--- src/rtl/rbg_pkg.sv ---
package rbg_pkg;
  localparam int OFF_START = 'h00;
  localparam int OFF_STOP  = 'h04;
  localparam int OFF_READY = 'h08;
  localparam int OFF_ONESH = 'h0C;
  localparam int OFF_IE    = 'h10;
  localparam int OFF_IESET = 'h14;
  localparam int OFF_IECLR = 'h18;
  localparam int OFF_CFG   = 'h1C;
  localparam int OFF_VALUE = 'h20;

  localparam logic [31:0] TRIGGER = 32'd1;

  typedef struct packed {
    logic ready;
    logic one_shot;
    logic ie;
    logic slow;
  } rbg_ctrl_t;
endpackage

--- src/rtl/rbg_lfsr.sv ---
module rbg_lfsr #(
  parameter int          W    = 16,
  parameter logic [W-1:0] TAPS = 16'hB400,
  parameter logic [W-1:0] SEED = 16'hACE1
) (
  input  logic         clk,
  input  logic         rst_n,
  output logic [W-1:0] state
);
  logic [W-1:0] state_d;
  logic         fb;

  always_comb begin
    fb      = ^(state & TAPS);
    state_d = {state[W-2:0], fb};
  end

  always_ff @(posedge clk or negedge rst_n) begin
    if (!rst_n) state <= SEED;
    else        state <= state_d;
  end
endmodule

--- src/rtl/rbg_timer.sv ---
module rbg_timer #(
  parameter int P_RAW  = 167,
  parameter int P_FILT = 660,
  parameter int CNT_W  = 10
) (
  input  logic clk,
  input  logic rst_n,
  input  logic arm,
  input  logic halt,
  input  logic slow,
  input  logic one_shot,
  output logic active,
  output logic expire
);
  logic [CNT_W-1:0] cnt_q, cnt_d, load_val;
  logic             active_d, cnt_en;

  always_comb begin
    load_val = slow ? CNT_W'(P_FILT - 1) : CNT_W'(P_RAW - 1);
    expire   = active && (cnt_q == '0);
    active_d = active;
    cnt_d    = cnt_q;
    cnt_en   = 1'b0;
    if (arm) begin
      active_d = 1'b1;
      cnt_d    = load_val;
      cnt_en   = 1'b1;
    end else if (halt) begin
      active_d = 1'b0;
      cnt_d    = '0;
      cnt_en   = 1'b1;
    end else if (expire) begin
      active_d = !one_shot;
      cnt_d    = load_val;
      cnt_en   = 1'b1;
    end else if (active) begin
      cnt_d    = cnt_q - 1'b1;
      cnt_en   = 1'b1;
    end
  end

  always_ff @(posedge clk or negedge rst_n) begin
    if (!rst_n) begin
      active <= 1'b0;
      cnt_q  <= '0;
    end else begin
      active <= active_d;
      if (cnt_en) cnt_q <= cnt_d;
    end
  end
endmodule

--- src/rtl/rbg_regs.sv ---
module rbg_regs
  import rbg_pkg::*;
#(
  parameter int ADDR_W = 8
) (
  input  logic              clk,
  input  logic              rst_n,
  input  logic              bus_valid,
  input  logic              bus_write,
  input  logic [ADDR_W-1:0] bus_addr,
  input  logic [31:0]       bus_wdata,
  output logic [31:0]       bus_rdata,
  input  logic              hw_start_rise,
  input  logic              hw_stop_rise,
  input  logic              expire,
  input  logic [7:0]        rnd_byte,
  output logic              task_start,
  output logic              task_stop,
  output rbg_ctrl_t         ctrl_q,
  output logic [7:0]        value_q,
  output logic              ready_pulse,
  output logic              irq
);
  rbg_ctrl_t  ctrl_d;
  logic       wr, rd;
  logic       value_en;

  function automatic logic hit(input logic [ADDR_W-1:0] a, input int off);
    return a == ADDR_W'(off);
  endfunction

  always_comb begin
    wr         = bus_valid && bus_write;
    rd         = bus_valid && !bus_write;
    task_start = (wr && hit(bus_addr, OFF_START) && bus_wdata == TRIGGER) || hw_start_rise;
    task_stop  = (wr && hit(bus_addr, OFF_STOP)  && bus_wdata == TRIGGER) || hw_stop_rise;

    ctrl_d = ctrl_q;
    if (wr && hit(bus_addr, OFF_READY) && bus_wdata == 32'd0) ctrl_d.ready = 1'b0;
    if (expire) ctrl_d.ready = 1'b1;
    if (wr && hit(bus_addr, OFF_ONESH)) ctrl_d.one_shot = bus_wdata[0];
    if (wr && hit(bus_addr, OFF_IE))    ctrl_d.ie       = bus_wdata[0];
    if (wr && hit(bus_addr, OFF_IESET) && bus_wdata[0]) ctrl_d.ie = 1'b1;
    if (wr && hit(bus_addr, OFF_IECLR) && bus_wdata[0]) ctrl_d.ie = 1'b0;
    if (wr && hit(bus_addr, OFF_CFG))   ctrl_d.slow     = bus_wdata[0];

    value_en = expire;

    bus_rdata = '0;
    if (rd) begin
      if (hit(bus_addr, OFF_READY)) bus_rdata[0] = ctrl_q.ready;
      if (hit(bus_addr, OFF_ONESH)) bus_rdata[0] = ctrl_q.one_shot;
      if (hit(bus_addr, OFF_IE) || hit(bus_addr, OFF_IESET) || hit(bus_addr, OFF_IECLR))
        bus_rdata[0] = ctrl_q.ie;
      if (hit(bus_addr, OFF_CFG))   bus_rdata[0] = ctrl_q.slow;
      if (hit(bus_addr, OFF_VALUE)) bus_rdata[7:0] = value_q;
    end

    irq = ctrl_q.ie && ctrl_q.ready;
  end

  always_ff @(posedge clk or negedge rst_n) begin
    if (!rst_n) begin
      ctrl_q      <= '0;
      value_q     <= '0;
      ready_pulse <= 1'b0;
    end else begin
      ctrl_q      <= ctrl_d;
      ready_pulse <= expire;
      if (value_en) value_q <= rnd_byte;
    end
  end
endmodule

--- src/rtl/rbg_periph.sv ---
module rbg_periph
  import rbg_pkg::*;
#(
  parameter int CLK_HZ  = 125_000_000,
  parameter int RAW_US  = 167,
  parameter int FILT_US = 660,
  parameter int ADDR_W  = 8
) (
  input  logic              clk,
  input  logic              rst_n,
  input  logic              bus_valid,
  input  logic              bus_write,
  input  logic [ADDR_W-1:0] bus_addr,
  input  logic [31:0]       bus_wdata,
  output logic [31:0]       bus_rdata,
  input  logic              hw_start,
  input  logic              hw_stop,
  output logic              ready_pulse,
  output logic              irq
);
  localparam longint RAW_L  = (longint'(CLK_HZ) * RAW_US)  / 1000000;
  localparam longint FILT_L = (longint'(CLK_HZ) * FILT_US) / 1000000;
  localparam int     P_RAW  = (RAW_L  < 2) ? 2 : int'(RAW_L);
  localparam int     P_FILT = (FILT_L < 2) ? 2 : int'(FILT_L);
  localparam int     P_MAX  = (P_RAW > P_FILT) ? P_RAW : P_FILT;
  localparam int     CNT_W  = $clog2(P_MAX + 1);

  logic [1:0]  rst_sync;
  logic        rst_s_n;
  logic        hw_start_q, hw_stop_q;
  logic        hw_start_rise, hw_stop_rise;
  logic        task_start, task_stop;
  logic        active, expire;
  logic [15:0] lfsr_state;
  logic [7:0]  value_q;
  rbg_ctrl_t   ctrl_q;

  always_ff @(posedge clk or negedge rst_n) begin
    if (!rst_n) rst_sync <= 2'b00;
    else        rst_sync <= {rst_sync[0], 1'b1};
  end
  assign rst_s_n = rst_sync[1];

  always_ff @(posedge clk or negedge rst_s_n) begin
    if (!rst_s_n) begin
      hw_start_q <= 1'b0;
      hw_stop_q  <= 1'b0;
    end else begin
      hw_start_q <= hw_start;
      hw_stop_q  <= hw_stop;
    end
  end
  assign hw_start_rise = hw_start && !hw_start_q;
  assign hw_stop_rise  = hw_stop  && !hw_stop_q;

  rbg_lfsr #(.W(16), .TAPS(16'hB400), .SEED(16'hACE1)) u_lfsr (
    .clk   (clk),
    .rst_n (rst_s_n),
    .state (lfsr_state)
  );

  rbg_timer #(.P_RAW(P_RAW), .P_FILT(P_FILT), .CNT_W(CNT_W)) u_timer (
    .clk      (clk),
    .rst_n    (rst_s_n),
    .arm      (task_start),
    .halt     (task_stop),
    .slow     (ctrl_q.slow),
    .one_shot (ctrl_q.one_shot),
    .active   (active),
    .expire   (expire)
  );

  rbg_regs #(.ADDR_W(ADDR_W)) u_regs (
    .clk           (clk),
    .rst_n         (rst_s_n),
    .bus_valid     (bus_valid),
    .bus_write     (bus_write),
    .bus_addr      (bus_addr),
    .bus_wdata     (bus_wdata),
    .bus_rdata     (bus_rdata),
    .hw_start_rise (hw_start_rise),
    .hw_stop_rise  (hw_stop_rise),
    .expire        (expire),
    .rnd_byte      (lfsr_state[7:0]),
    .task_start    (task_start),
    .task_stop     (task_stop),
    .ctrl_q        (ctrl_q),
    .value_q       (value_q),
    .ready_pulse   (ready_pulse),
    .irq           (irq)
  );
endmodule

--- config.mk ---
export PLATFORM = sky130hd
export DESIGN_NAME = rbg_periph
export DESIGN_NICKNAME = d
export VERILOG_FILES = /design/src/rtl/rbg_pkg.sv /design/src/rtl/rbg_lfsr.sv /design/src/rtl/rbg_timer.sv /design/src/rtl/rbg_regs.sv /design/src/rtl/rbg_periph.sv
export SDC_FILE = /design/constraint.sdc
export NUM_CORES = 1
export LEC_CHECK = 0
export BUFFER_PORTS_ARGS = -buffer_cell sky130_fd_sc_hd__buf_2
export CAP_MARGIN = 20
export CORE_UTILIZATION = 40
export CTS_BUF_LIST = sky130_fd_sc_hd__clkbuf_8
export CTS_CLUSTER_DIAMETER = 100
export DETAILED_ROUTE_END_ITERATION = 8
export GPL_ROUTABILITY_DRIVEN = 0
export SLEW_MARGIN = 20
export SYNTH_ARGS = -nofsm -noshare
export SYNTH_HDL_FRONTEND = slang
export SYNTH_HIERARCHICAL = 1
export SYNTH_SLANG_ARGS = --single-unit
--- constraint.sdc ---
create_clock -name clk -period 3.87 [get_ports clk]
set_input_delay 0.5805 -clock clk [delete_from_list [all_inputs] [get_ports clk]]
set_output_delay 0.5805 -clock clk [all_outputs]
set_load 0.01 [all_outputs]
## Word-level counts from Yosys, hierarchy flattened

Index checks and enable logic that the tools add are counted.

- Add/subtract/negate cells: 1
- Multiply operators: 0
- Div/mod/pow operators: 0
- $lt $le $gt $ge: 0
- Eq/ne operators: 9
- Shift-type cells: 0
- Muxes and demuxes: 23
- Bitwise logic cells: 0
- Reductions and logical operators: 36

Operators with widths:

| cell | number |
|---|---|
| two-way mux 17 bit | 5 |
| equality test 32 x 1 -> 1 bit (second input constant) | 1 |
| equality test 8 x 5 -> 1 bit (second input constant) | 4 |
| zero test 32 bit | 1 |
| logical AND 1 bit | 19 |
| zero test 17 bit | 1 |
| subtractor 17 x 1 -> 17 bit (second input constant) | 1 |
| equality test 8 x 4 -> 1 bit (second input constant) | 2 |
| two-way mux 1 bit | 16 |
| two-way mux 8 bit | 2 |
| parity 16 bit | 1 |
| equality test 8 x 3 -> 1 bit (second input constant) | 1 |
| equality test 8 x 6 -> 1 bit (second input constant) | 1 |
| zero test 8 bit | 1 |
| nonzero test 3 bit | 2 |
| zero test 1 bit | 4 |
| logical OR 1 bit | 4 |
| nonzero test 4 bit | 1 |
| AND reduction 2 bit | 1 |
| nonzero test 2 bit | 1 |

- Flip-flop bits (word level): 51
- Bits in latches: 0
- Memory bits (writable): 0
- Memory bits (read-only): 0
- Input bits: 46
- Output and inout port bits: 34
- Logic and storage cells: 81
- Memories: 0

## Logic depth before layout (Yosys ltp)

- Depth after elaboration: 7
- Mapped depth: 9

## Hierarchy

Netlist, hierarchy kept.

By module, submodules not included:

| module | times used | cells an instance | area each (um2) |
|---|---|---|---|
| rbg_timer | 1 | 131 | 1137.3 |
| rbg_regs | 1 | 103 | 960.9 |
| rbg_lfsr | 1 | 19 | 436.7 |
| rbg_periph | 1 | 7 | 131.4 |

## Worst setup path after synthesis

OpenSTA, ideal clock, no wires.

- Path kind: reg-to-reg
- Start point: register u_timer.cnt_q[4]
- End point: register u_regs.value_q[0]
- Arrival time: 2.275 ns
- Required time: 3.745 ns
- Path slack: 1.471 ns
- Cell stages (with the launch flop): 7
- Path buffers: 1
- Period minus slack after synthesis: 2.399 ns
- Cells stage by stage: dfrtp_1 -> or4_4 -> nor4_1 -> nand2_1 -> inv_1 -> buf_2 -> mux2_2

- Longest elaborated chain between the ends: 2

Ends and longest elaborated chain:

| what | RTL line | RTL |
|---|---|---|
| from (decl) | rbg_timer.sv:15 | `logic [CNT_W-1:0] cnt_q, cnt_d, load_val;` |
| from (signal assigned) | rbg_timer.sv:48 | `if (cnt_en) cnt_q <= cnt_d;` |
| zero test 17 bit | rbg_timer.sv:20 | `expire = active && (cnt_q == '0);` |
| logical AND 1 bit | rbg_timer.sv:20 |  |
| via expire | rbg_periph.sv:33 | `logic active, expire;` |
| to (signal assigned) | rbg_regs.sv:70 | `if (value_en) value_q <= rnd_byte;` |
| to (decl) | rbg_regs.sv:20 | `output logic [7:0] value_q,` |

The timed path passes the listed nets, and every way through them passes these cells.
A chain may end at the register's enable or synchronous reset.

## Final worst setup path

- Start point: register u_timer.cnt_q[4]
- End point: register u_regs.value_q[1]

The elaborated chain is that of the path after synthesis.

==> flow_summary.json <==
{
  "wl_per_cell_um": 13.6,
  "yosysTopAreaCellShare": 0.404,
  "final_cell_mix": "buf_2 (55), dfrtp_1 (42), conb_1 (25)",
  "ant_nets": 0,
  "rrSetupSlack_ns": 1.04,
  "cap_viol_max_count": 0,
  "hold_violations": 0,
  "cts_max_level": 2,
  "synth_area_mm2": 0.00267,
  "cts_resized": 0,
  "cp_slowest_cell": "nor4_1",
  "avgSynthCellArea_um2": 10.3,
  "antenna_found_initial": 0,
  "grt_overflow": 0,
  "synth_area_leader_cell": "dfrtp_1",
  "drive_gt1_frac": 0.297,
  "path_max_fanout": 16,
  "die_w_um": 83.6,
  "pin_count": 80,
  "finalSetupTns_ns": 0,
  "ys_warn_count": 6,
  "hp-class": "primary input to asynchronous set/reset pin",
  "relSlewSlack": 0.550,
  "post_cts_buffers": 0,
  "crit_path_start_kind": "flop",
  "dieArea_mm2": 0.00700,
  "routed_wl_um": 5390,
  "synth_cells": 260,
  "drt_iter0_drc": 77,
  "arrival_ns": 3.03,
  "reg2reg_from": "u_timer/cnt_q[4]",
  "grt_pass1_vias": 1909,
  "antenna_cells": 0,
  "clock-sinks": 51,
  "path_clk_slew_ns": 0.09,
  "finalInstanceArea_mm2": 0.00303,
  "ys_types": 54,
  "synth.top_cells.by_area": "dfrtp_1 (40%), dfstp_2 (7.9%), buf_4 (6.8%), nor4_1 (3.8%), mux2_2 (3.4%)",
  "row_count": 29,
  "place.port_buffers": 55,
  "ir_drop_uv": 253,
  "synthArstFlopShare": 1.00,
  "skew_ns": 0.00930,
  "hpwl_um": 4010,
  "period_minus_slack_ns": 2.83,
  "path_cells": "or4_4 > nor4_1 > nand2_1 > inv_1 > mux2_2",
  "p_leak_nw": 1.43,
  "final_common_cell": "buf_2",
  "cp_slowest_stage_delay_ns": 0.62,
  "register_area_mm2": 0.00129,
  "r2r_cells": 5,
  "max-clock-path-buffers": 2,
  "die_y_um": 83.6,
  "critPathCaptureType": "flop",
  "hold_buffers": 0,
  "root_buffer": "clkbuf_8",
  "fmax_mhz": 353,
  "cts_tree": "yes",
  "fill_cells": 619,
  "cts_inserted_buffers": 5,
  "synth_ff_type": "dfrtp_1",
  "grt_use_total": 0.160,
  "required_ns": 4.06,
  "yosysSeqAreaShare": 0.482,
  "tightest_slew_ns": 0.668,
  "synth-edff-count": 0,
  "finalCritPeriodShare": 0.732,
  "grt_max_degree": 50,
  "detail_route.first_pass.iterations": 4,
  "vias": 2076,
  "grt_pass1_wl_um": 9000,
  "nNetsFinal": 367,
  "drv_slew": 0,
  "run_status": "completed",
  "insertion_delay_ns": 0.31,
  "powerDensity_mw_per_mm2": 414,
  "multiInputGateArea_mm2": 0.00124,
  "setup-violations-final": 0,
  "drc": 0,
  "start_util": 0.418,
  "area_delta_synth_final_pct": 13.6,
  "core_mm2": 0.00639,
  "rsz0062_at_grt": "no",
  "ys_ff_latch": 51,
  "crit_start": "u_timer/cnt_q[4]",
  "postPlaceCellArea_mm2": 0.00294,
  "avgViaCountPerCell": 5.23,
  "path_class": "flop to flop"
}
==> logic make-up (layout without fill, tap and decap cells) <==
kind of cell,after synthesis,after routing,share of synthesized area
AOI/OAI and AO/OA,40,40,0.107
xor gates and xnor gates,10,10,0.0329
adders and majority gates,2,2,0.00938
buffers and inverters,35,72,0.0849
DFF,51,51,0.482
muxes,10,10,0.0422
other,2,25,0.00282
and+or+nand+nor,110,110,0.238
==> final timing paths <==
path,to
worst max-delay path,u_regs/value_q[1]
worst min-delay path,rst_sync[1]
worst max register to register,u_regs/value_q[1]
worst min register to register,u_lfsr/state[14]
max in group asynchronous,hw_start_q
min in group clk,u_lfsr/state[10]
==> area by class of cell <==
class,count,share of cell area
Tap cell,77,0.0318
Timing Repair Buffer,56,0.0934
Clock buffer,5,0.0227
Multi-Input combinational cell,197,0.410
Inverter,8,0.00992
Clock inverter,3,0.00661
Sequential cell,51,0.426
==> where the power goes <==
part / switching [mW] / internal, mW
Combinational: 0.166 / 0.135
Clock: 0.178 / 0.127
Sequential: 0.0702 / 0.578
Total: 0.414 / 0.840
==> cell usage after synthesis (all sizes together), types with 2 or more instances <==
| library cell | n |
|---|---|
| a2bb2oi | 3 |
| dfstp | 8 |
| nor4 | 16 |
| o21ai | 8 |
| or2 | 2 |
| or4 | 5 |
| a41o | 2 |
| nor4b | 3 |
| xor2 | 3 |
| o31a | 3 |
| inv | 8 |
| a31oi | 3 |
| xnor2 | 7 |
| mux2 | 10 |
| nand2 | 17 |
| nor3 | 5 |
| nand4 | 3 |
| clkbuf | 2 |
| a21oi | 9 |
| o311ai | 2 |
| nor2b | 5 |
| conb | 2 |
| nor2 | 25 |
| and2 | 10 |
| dfrtp | 43 |
| ha | 2 |
| nand3 | 11 |
| or3 | 3 |
| o221ai | 2 |
| buf | 25 |
| o31ai | 2 |
==> per-stage QoR <==
stage | hold WS, ns | power, mW | utilization | instances | setup WS, ns
CTS | 0.0215 | 1.27 | 0.474 | 397 | 1.06
global route | 0.0150 | 1.33 | 0.474 | 397 | 0.879
global placement | 0.337 | 0.953 | 0.460 | 389 | 1.19
detailed placement | 0.339 | 0.954 | 0.460 | 389 | 1.10
floorplan | 0.285 | 0.885 | - | 283 | 1.47
finish | 0.0355 | 1.25 | 0.474 | 397 | 1.04
==> metal layers <==
layer  vias up  GRT usage  share of wire
met5         -          0              0
met4         0     0.0555          0.014
met3         9     0.0356          0.050
met2        59      0.239           0.46
met1      1007      0.228           0.48
li1       1001          -              -
==> sequential cells by signal (all words and copies together) (netlist names) <==
| signal | cells |
|---|---|
| hw_start_q | 1 |
| hw_stop_q | 1 |
| rst_sync | 2 |
| u_lfsr/state | 16 |
| u_regs/ctrl_q | 4 |
| u_regs/ready_pulse | 1 |
| u_regs/value_q | 8 |
| u_timer/active | 1 |
| u_timer/cnt_q | 17 |
==> critical path: cells and delay by family, from the launching register on <==
| kind | cells | cell delay [ns] |
|---|---|---|
| DFF | 1 | 0.44 |
| buffers and inverters | 1 | 0.48 |
| and+or+nand+nor | 3 | 1.39 |
| muxes | 1 | 0.40 |
No activity file was read; power rests on OpenSTA's default activity.
